**src/rtl/axcvr_pkg.sv**
```systemverilog
package axcvr_pkg;
  localparam int FRAME_W = 13;  // start + 8 data + parity + flag + 2 stop
  localparam int RXB_W   = 11;  // sampled bits after start: 8 + parity + flag + stop
  localparam int OVS_W   = 4;   // 16x oversampling counter
  localparam logic [1:0] A_DATA = 2'd0;
  localparam logic [1:0] A_STAT = 2'd1;
  localparam logic [1:0] A_CFG  = 2'd2;
  localparam logic [1:0] A_DIV  = 2'd3;

  typedef struct packed {
    logic tx_flag;
    logic ext_clk;
    logic msb_first;
    logic mp_en;
    logic par_odd;
    logic par_en;
    logic stop2;
    logic len7;
  } cfg_t;
endpackage

```
**src/rtl/axcvr_baud.sv**
```systemverilog
module axcvr_baud #(
  parameter int DIV_W  = 8,
  parameter int SYNC_N = 2
) (
  input  logic             clk_i,
  input  logic             rst_ni,
  input  logic [DIV_W-1:0] div_i,
  input  logic             ext_sel_i,
  input  logic             ext_clk_i,
  output logic             tick_o
);
  logic [DIV_W-1:0] cnt;
  logic [SYNC_N:0]  es;
  logic             int_tick;

  assign int_tick = (cnt >= div_i);

  always_ff @(posedge clk_i or negedge rst_ni) begin
    if (!rst_ni) begin
      cnt <= '0;
      es  <= '0;
    end else begin
      cnt <= int_tick ? '0 : cnt + 1'b1;
      es  <= {es[SYNC_N-1:0], ext_clk_i};
    end
  end

  assign tick_o = ext_sel_i ? (es[SYNC_N-1] & ~es[SYNC_N]) : int_tick;
endmodule

```
**src/rtl/axcvr_tx.sv**
```systemverilog
module axcvr_tx
  import axcvr_pkg::*;
(
  input  logic       clk_i,
  input  logic       rst_ni,
  input  logic       tick_i,
  input  logic       len7_i,
  input  logic       stop2_i,
  input  logic       par_en_i,
  input  logic       par_odd_i,
  input  logic       mp_en_i,
  input  logic       flag_i,
  input  logic       msb_i,
  input  logic       load_i,
  input  logic [7:0] data_i,
  output logic       take_o,
  output logic       busy_o,
  output logic       txd_o
);
  logic [FRAME_W-1:0] fr, sh;
  logic [3:0]         len, left;
  logic [OVS_W-1:0]   tcnt;
  logic               busy, fin, dpar;

  always_comb begin
    int k;
    fr    = '1;
    fr[0] = 1'b0;
    k     = 1;
    for (int i = 0; i < 8; i++) begin
      if (i < 7 || !len7_i) begin
        fr[k] = msb_i ? data_i[7-i] : data_i[i];
        k++;
      end
    end
    dpar = ^(len7_i ? {1'b0, data_i[6:0]} : data_i);
    if (par_en_i) begin
      fr[k] = dpar ^ par_odd_i;
      k++;
    end
    if (mp_en_i) begin
      fr[k] = flag_i;
      k++;
    end
    k   = k + (stop2_i ? 2 : 1);
    len = 4'(k);
  end

  assign fin    = busy & tick_i & (&tcnt) & (left == 4'd1);
  assign take_o = load_i & (~busy | fin);

  always_ff @(posedge clk_i or negedge rst_ni) begin
    if (!rst_ni) begin
      busy <= 1'b0;
      sh   <= '1;
      left <= '0;
      tcnt <= '0;
    end else if (take_o) begin
      sh   <= fr;
      left <= len;
      tcnt <= '0;
      busy <= 1'b1;
    end else if (fin) begin
      busy <= 1'b0;
      sh   <= '1;
    end else if (busy && tick_i) begin
      tcnt <= tcnt + 1'b1;
      if (&tcnt) begin
        sh   <= {1'b1, sh[FRAME_W-1:1]};
        left <= left - 1'b1;
      end
    end
  end

  assign busy_o = busy;
  assign txd_o  = sh[0];
endmodule

```
**src/rtl/axcvr_rx.sv**
```systemverilog
module axcvr_rx
  import axcvr_pkg::*;
(
  input  logic       clk_i,
  input  logic       rst_ni,
  input  logic       tick_i,
  input  logic       len7_i,
  input  logic       par_en_i,
  input  logic       par_odd_i,
  input  logic       mp_en_i,
  input  logic       msb_i,
  input  logic       rxd_i,
  output logic       line_o,
  output logic       done_o,
  output logic [7:0] data_o,
  output logic       perr_o,
  output logic       ferr_o,
  output logic       flag_o
);
  logic [1:0]       rs;
  logic [RXB_W-1:0] bits;
  logic [OVS_W-1:0] cnt;
  logic [3:0]       idx, nd, mi, si;
  logic             active, armed, done_q, line;

  assign line = rs[1];
  assign nd   = len7_i ? 4'd7 : 4'd8;
  assign mi   = nd + {3'b0, par_en_i};
  assign si   = mi + {3'b0, mp_en_i};

  always_ff @(posedge clk_i or negedge rst_ni) begin
    if (!rst_ni) begin
      rs     <= 2'b11;
      bits   <= '0;
      cnt    <= '0;
      idx    <= '0;
      active <= 1'b0;
      armed  <= 1'b0;
      done_q <= 1'b0;
    end else begin
      rs     <= {rs[0], rxd_i};
      done_q <= 1'b0;
      if (tick_i) begin
        if (!active) begin
          if (line) begin
            armed <= 1'b1;
            cnt   <= '0;
          end else if (armed) begin
            if (cnt == 4'd7) begin  // half a bit low: start confirmed
              active <= 1'b1;
              cnt    <= '0;
              idx    <= '0;
            end else cnt <= cnt + 1'b1;
          end
        end else begin
          cnt <= cnt + 1'b1;
          if (&cnt) begin
            bits[idx] <= line;
            if (idx == si) begin
              active <= 1'b0;
              armed  <= 1'b0;
              done_q <= 1'b1;
            end else idx <= idx + 1'b1;
          end
        end
      end
    end
  end

  always_comb begin
    for (int i = 0; i < 8; i++)
      data_o[i] = msb_i ? bits[7-i] : ((4'(i) < nd) ? bits[i] : 1'b0);
  end

  assign perr_o = par_en_i & (bits[nd] != (^data_o ^ par_odd_i));
  assign flag_o = mp_en_i & bits[mi];
  assign ferr_o = ~bits[si];
  assign done_o = done_q;
  assign line_o = line;
endmodule

```
**src/rtl/async_xcvr.sv**
```systemverilog
module async_xcvr
  import axcvr_pkg::*;
#(
  parameter int DIV_W   = 8,
  parameter int DIV_RST = 3
) (
  input  logic       clk_i,
  input  logic       rst_ni,
  input  logic       wr_i,
  input  logic       rd_i,
  input  logic [1:0] addr_i,
  input  logic [7:0] wdata_i,
  output logic [7:0] rdata_o,
  input  logic       rxd_i,
  output logic       txd_o,
  input  logic       ext_clk_i
);
  cfg_t             cfg_q;
  logic [DIV_W-1:0] div_q;
  logic [7:0]       hold_q, rx_data_q, rx_data;
  logic             hold_full, rx_full, oerr_q, ferr_q, perr_q, flag_q, wait_q;
  logic             tick, tx_take, tx_busy, msb_eff;
  logic             rx_line, rx_done, rx_perr, rx_ferr, rx_flag, discard;

  assign msb_eff = cfg_q.msb_first & ~cfg_q.len7;
  assign discard = cfg_q.mp_en & wait_q & ~rx_flag;

  axcvr_baud #(.DIV_W(DIV_W), .SYNC_N(2)) u_baud (
    .clk_i, .rst_ni, .div_i(div_q), .ext_sel_i(cfg_q.ext_clk),
    .ext_clk_i, .tick_o(tick)
  );

  axcvr_tx u_tx (
    .clk_i, .rst_ni, .tick_i(tick), .len7_i(cfg_q.len7), .stop2_i(cfg_q.stop2),
    .par_en_i(cfg_q.par_en), .par_odd_i(cfg_q.par_odd), .mp_en_i(cfg_q.mp_en),
    .flag_i(cfg_q.tx_flag), .msb_i(msb_eff), .load_i(hold_full), .data_i(hold_q),
    .take_o(tx_take), .busy_o(tx_busy), .txd_o
  );

  axcvr_rx u_rx (
    .clk_i, .rst_ni, .tick_i(tick), .len7_i(cfg_q.len7), .par_en_i(cfg_q.par_en),
    .par_odd_i(cfg_q.par_odd), .mp_en_i(cfg_q.mp_en), .msb_i(msb_eff), .rxd_i,
    .line_o(rx_line), .done_o(rx_done), .data_o(rx_data), .perr_o(rx_perr),
    .ferr_o(rx_ferr), .flag_o(rx_flag)
  );

  always_ff @(posedge clk_i or negedge rst_ni) begin
    if (!rst_ni) begin
      cfg_q     <= '0;
      div_q     <= DIV_W'(DIV_RST);
      hold_q    <= '0;
      hold_full <= 1'b0;
      rx_data_q <= '0;
      rx_full   <= 1'b0;
      oerr_q    <= 1'b0;
      ferr_q    <= 1'b0;
      perr_q    <= 1'b0;
      flag_q    <= 1'b0;
      wait_q    <= 1'b0;
    end else begin
      if (wr_i) begin
        unique case (addr_i)
          A_DATA: if (!hold_full) begin
            hold_q    <= wdata_i;
            hold_full <= 1'b1;
          end
          A_CFG:   cfg_q <= cfg_t'(wdata_i);
          A_DIV:   div_q <= DIV_W'(wdata_i);
          default: ;
        endcase
      end
      if (tx_take) hold_full <= 1'b0;
      if (rd_i && addr_i == A_DATA) rx_full <= 1'b0;
      if (rx_done && !discard) begin
        if (rx_full) oerr_q <= 1'b1;  // keep held byte, drop new one
        else begin
          rx_data_q <= rx_data;
          rx_full   <= 1'b1;
          perr_q    <= perr_q | rx_perr;
          ferr_q    <= ferr_q | rx_ferr;
          flag_q    <= rx_flag;
          if (rx_flag) wait_q <= 1'b0;
        end
      end
      if (wr_i && addr_i == A_STAT) begin
        oerr_q <= 1'b0;
        ferr_q <= 1'b0;
        perr_q <= 1'b0;
        wait_q <= wdata_i[7];
      end
    end
  end

  always_comb begin
    unique case (addr_i)
      A_DATA:  rdata_o = rx_data_q;
      A_STAT:  rdata_o = {wait_q, rx_line, flag_q, ~hold_full, rx_full, perr_q, ferr_q, oerr_q};
      A_CFG:   rdata_o = cfg_q;
      default: rdata_o = 8'(div_q);
    endcase
  end
endmodule

```
**config.mk**
```make
export PLATFORM = sky130hd
export DESIGN_NAME = async_xcvr
export DESIGN_NICKNAME = d
export VERILOG_FILES = /design/src/rtl/axcvr_pkg.sv /design/src/rtl/axcvr_baud.sv /design/src/rtl/axcvr_tx.sv /design/src/rtl/axcvr_rx.sv /design/src/rtl/async_xcvr.sv
export SDC_FILE = /design/constraint.sdc
export NUM_CORES = 1
export LEC_CHECK = 0
export BUFFER_PORTS_ARGS = -buffer_cell sky130_fd_sc_hd__buf_2
export CORE_MARGIN = 1
export CORE_UTILIZATION = 55
export DETAILED_ROUTE_END_ITERATION = 8
export MAX_ROUTING_LAYER = met4
export PLACE_DENSITY = 0.73
export RECOVER_POWER = 25
export SYNTH_ARGS = -nofsm -noshare
export SYNTH_HDL_FRONTEND = slang
export SYNTH_SLANG_ARGS = --single-unit
```
**constraint.sdc**
```tcl
create_clock -name clk_i -period 5.9 [get_ports clk_i]
set_input_delay 1.18 -clock clk_i [delete_from_list [all_inputs] [get_ports clk_i]]
set_output_delay 1.18 -clock clk_i [all_outputs]
set_load 0.03 [all_outputs]
```
# --- Word level (Yosys, flattened, before mapping) ---
# Cells that the tools add are included.
# W data, S select, Z words.
op_classes:
  addsub: 10
  n_lt_le_gt_ge: 18
  eq_ne: 13
  n_mux: 107
  bitwise: 22
  n_reduce_logical: 42
op_table:
  columns: ["cell", "count"]
  rows:
  - ["$mux W13", 6]
  - ["$mux W4", 19]
  - ["$mux W1", 67]
  - ["$ge A32 B1 Y1 const B", 2]
  - ["$lt A32 B6 Y1 const B", 2]
  - ["$add A32 B2 Y32 const B", 1]
  - ["$mux W32", 1]
  - ["$bwmux W13", 2]
  - ["$pmux W8 S3", 1]
  - ["$reduce_bool A2 Y1", 11]
  - ["$lt A4 B5 Y1 const B", 4]
  - ["$reduce_and A2 Y1", 9]
  - ["$lt A3 B4 Y1 const A", 4]
  - ["$mux W8", 2]
  - ["$reduce_xor A8 Y1", 2]
  - ["$add A4 B1 Y4 const B", 3]
  - ["$bmux W1 S4", 3]
  - ["$demux W1 S4", 3]
  - ["$reduce_and A4 Y1", 3]
  - ["$reduce_and A6 Y1", 2]
  - ["$bwmux W11", 1]
  - ["$and A1 B1 Y1", 10]
  - ["$ne A2 B2 Y1 const B", 5]
  - ["$mux W9", 1]
  - ["other kinds (25)", 48]
word_totals:
  register_bits: 96
  inputBits: 16
  elab_cells: 243

# --- Depth between registers and ports, before layout ---
logic_depth:
  ltp_word: 12
  ltp_mapped: 12
  mapped_depth_nobuf: 12

# --- Modules after synthesis ---
# From an unflattened synthesis, not the netlist that was laid out.
hier_totals:
  cells_unflattened: 494
  hier_area_um2: 5590.4
by_module_without_submodules:
  columns: ["mod", "instances", "cells_each", "area_per_inst_um2"]
  rows:
  - ["async_xcvr", 1, 105, 1752.9]
  - ["axcvr_rx", 1, 163, 1705.4]
  - ["axcvr_tx", 1, 164, 1482.7]
  - ["axcvr_baud", 1, 62, 649.4]

# --- Worst setup path before layout ---
# Ideal clock, no wire load.
synth_path:
  path_type: "input port to output port"
  start: "input addr_i[0]"
  end: "output rdata_o[0]"
  arrival_ns: 2.270
  slack_ns: 2.450
  stages: 2
  path_cell_list: "buf_1 > mux4_2"
synth_via:
  elab_chain_len: 2
  word_cells_on_any_way: 4
synth_rtl:
  columns: ["item", "line_no", "text"]
  rows:
  - ["from (decl)", "async_xcvr.sv:11", "input logic [1:0] addr_i,"]
  - ["$eq A2 B2 Y1, or another cell as far along", "async_xcvr.sv:95", "unique case (addr_i)"]
  - ["$pmux W8 S3 *", "async_xcvr.sv:95", null]
  - ["to (decl)", "async_xcvr.sv:13", "output logic [7:0] rdata_o,"]
# Every way passes the cells marked *; elsewhere a longest branch is shown, timed or not.

# --- Final worst setup path ---
layout_path:
  start: "register hold_full"
  end: "output rdata_o[4]"
layout_via:
  elab_chain_len: 2
layout_rtl:
  columns: ["item", "line_no", "text"]
  rows:
  - ["from (decl)", "async_xcvr.sv:21", "logic hold_full, rx_full, oerr_q, ferr_q, perr_q, flag_q, wait_q;"]
  - ["from (signal assigned)", "async_xcvr.sv:52", "hold_full <= 1'b0;"]
  - ["from (signal assigned)", "async_xcvr.sv:65", "hold_full <= 1'b1;"]
  - ["from (signal assigned)", "async_xcvr.sv:72", "if (tx_take) hold_full <= 1'b0;"]
  - ["$not A1 Y1 (no line)", null, null]
  - ["$pmux W8 S3", "async_xcvr.sv:95", null]
# Every way passes these cells.

==> flow_summary_export.csv <==
group,metric,value,unit
synth,synth_top_area_frac,0.349,
floorplanning,fp.dieArea,10700,µm²
setup_path,cp_slowest_stage_delay,0.73,ns
synth,yosysMostFrequentCell,"dfrtp_1",
sta,fin_hold_ws,0.357,ns
synth,ys_warn_count,0,
synth,synth_area,5660,µm²
clocking,cts.clk_slew.worst_paths,0.10,ns
setup_path,critPathCaptureType,"output port",
sta,relSlewSlack,-0.870,
setup_path,path_cells,"inv_1 -> mux4_2 -> buf_2",
place,io_buffers,24,
routing,first_pass_iters,4,
sta,fin_crit,3.44,ns
setup_path,cp.required,4.72,ns
synth,syn_area_per_cell,10.8,µm²
clocking,cts_resized,0,
clocking,clk_path_buf_depth,2,
synth,syn-instance-count,522,
routing,drtAntennaViolNets,0,
clocking,htreeDepth,3,
finish,area_growth,7.34,%
grt,grt.overflow.total,0,
grt,antenna_found_initial,0,
power,clock_power_share,0.220,
synth,synthTopCellsByArea,"dfrtp_1 (35%), mux2_2 (8.9%), dfstp_2 (7.4%)",
routing,vias,4019,
finish,antenna_cells,0,
power,power_frac_comb,0.345,
finish,final_core_util,0.616,
synth,synthDistinctLibCells,64,
floorplanning,die_height,103,µm
sta,clock_skew,0.0171,ns
routing,drtIter0Drc,177,
sta,finalCritPeriodShare,0.582,
setup_path,crit_arrival,2.26,ns
floorplanning,coreArea,9860,µm²
synth,ys.flop_type,"dfrtp_1",
floorplanning,die_x,103,µm
floorplanning,start_util,0.574,
sta,max_freq,291,MHz
power,power,0.00224,W
clocking,cts_sinks,95,
floorplanning,rows,36,
routing,remaining_drc_errors,0,
min_path,min_path_type,"reg -> reg",
job,cap_viol_max_count,1,
power,power.share.sequential,0.434,
floorplanning,pin_count,25,
power,power_density,369,nW/µm²
clocking,clk_latency,0.38,ns
power,p_int,0.00144,W
synth,synthArstFlopShare,1.00,
synth,yosys-top-cells-count,"dfrtp_1 (79), mux2_2 (45), nand2_1 (41)",
sta,worst_pin_slew,2.81,ns
setup_path,crit_type,"reg -> out",
synth,ys_ff_latch,95,
grt,grt_pass1_wl,19.8,mm
power,switching_share,0.357,
grt,grt_pass1_vias,3955,
clocking,ctsHoldBuffers,0,
sta,finalSetupViolCount,0,
sta,rsz0062_at_grt,"false",
place,gp_congestion,0.877,
run_status,violations,"max-capacitance violations, max-slew violations",
place,hpwlAfterDp,8.82,mm
power,leakage,2.68,nW
setup_path,start_kind,"register",
power,p_sw,0.000800,W
sta,slew_violations,53,
setup_path,crit_path_max_fanout,19,
finish,drive_above_1_share,0.243,
clocking,cts_buffers,9,
sta,fin_tns_setup,0,ns
synth,yosysTopAreaCell,"dfrtp_1",
clocking,cts_tree,"done",
synth,synth-edff-count,0,
synth,ys_seq_area_frac,0.423,
setup_path,cpMaxStageDelayCell,"dfrtp_1",
power,ir_drop,0.262,mV
grt,grt_max_degree,53,
run_status,status,"finished with violations",
clocking,clockRootBuffer,"clkbuf_8",
finish,fin_nets,576,
routing,wl,12.0,mm
routing,routed_via_density,5.98,
synth,synth_nets,564,
routing,wl_per_cell,17.8,µm
sta,hold_viol_final,0,
grt,grtUsageTotal,0.258,
clocking,cts_setup_buffers,0,
[power by group through the flow]
| stage | Combinational, W | Clock, W | Sequential, W |
|---|---|---|---|
| 6_report | 0.000773 | 0.000494 | 0.000973 |
| 5_1_grt | 0.000856 | 0.000534 | 0.000996 |
| 2_1_floorplan | 0.000654 | 0 | 0.000909 |
| 3_3_place_gp | 0.000745 | 0 | 0.000976 |
| 4_1_cts | 0.000778 | 0.000509 | 0.000971 |
| 3_5_place_dp | 0.000774 | 0 | 0.000982 |
[path summary, 6_finish.rpt]
kind                              start      endpoint  slack, ns  cells past startpoint
max reg2reg                    cfg_q[0]   u_rx.idx[1]       2.78                     10
min in group asynchronous        rst_ni  u_rx.bits[6]       1.69                      1
max                           hold_full    rdata_o[4]       2.46                      3
min                        u_baud.es[0]  u_baud.es[1]       0.36                      0
min reg2reg                u_baud.es[0]  u_baud.es[1]       0.36                      0
max in group asynchronous        rst_ni      div_q[0]       2.47                      2
[placed cells by master (no fill, tap or decap), drive strengths merged, types with 8 or more instances in the layout]
cell     n
mux2    46
o21ai   24
a31oi   12
a311oi   8
nand3   19
nand2   41
dfstp   16
dfrtp   79
mux4    11
xnor2   14
mux2i   23
inv     31
ha      25
nor3     9
buf     24
clkbuf  12
nor2    31
xor2    15
a21oi    9
[per-stage QoR]
step           std cells  area (µm²)  setup WS [ns]
5_1_grt              672        6080           1.93
2_1_floorplan        522        5660           2.45
3_3_place_gp         656        5850           2.52
4_1_cts              672        6080           2.49
6_report             672        6080           2.46
3_5_place_dp         656        5850           2.52
[flip-flops by register name (all words and copies together), names as in the netlist, 2 cells and up]
signal and cells:
cfg_q 8, div_q 8, hold_q 8, rx_data_q 8
u_baud.cnt 8, u_baud.es 3, u_rx.bits 11, u_rx.cnt 4
u_rx.idx 4, u_rx.rs 2, u_tx.left 4, u_tx.sh 12
u_tx.tcnt 4
[area by class of cell]
cell class | instances | area (µm²)
clock buffer | 11 | 141
clock inverter | 5 | 86.3
fill | 800 | 3790
inverter | 28 | 105
multi-input combinational | 375 | 3060
sequential | 95 | 2400
tap | 133 | 166
timing repair buffer | 25 | 126
[kinds of logic after synthesis]
kind of cell | share of synthesized area
multiplexers | 0.176
XOR/XNOR | 0.0528
adder cells (fa/ha/maj) | 0.0588
AO/OA/AOI/OAI | 0.120
buffers and inverters | 0.0376
flip-flops | 0.423
AND/OR/NAND/NOR | 0.131
[worst max-delay path, delay by kind of cell, from the launching register on]
family | cells | cell delay (ns)
buf+inv | 2 | 0.58
mux | 1 | 0.55
flops | 1 | 0.73
[routing by layer]
layer  GRT usage  wire length (µm)
met5           -                 0
met4      0.0921               199
met3      0.0638               542
met2       0.389              5580
met1       0.341              5640
(Power assumes the default switching activity.)
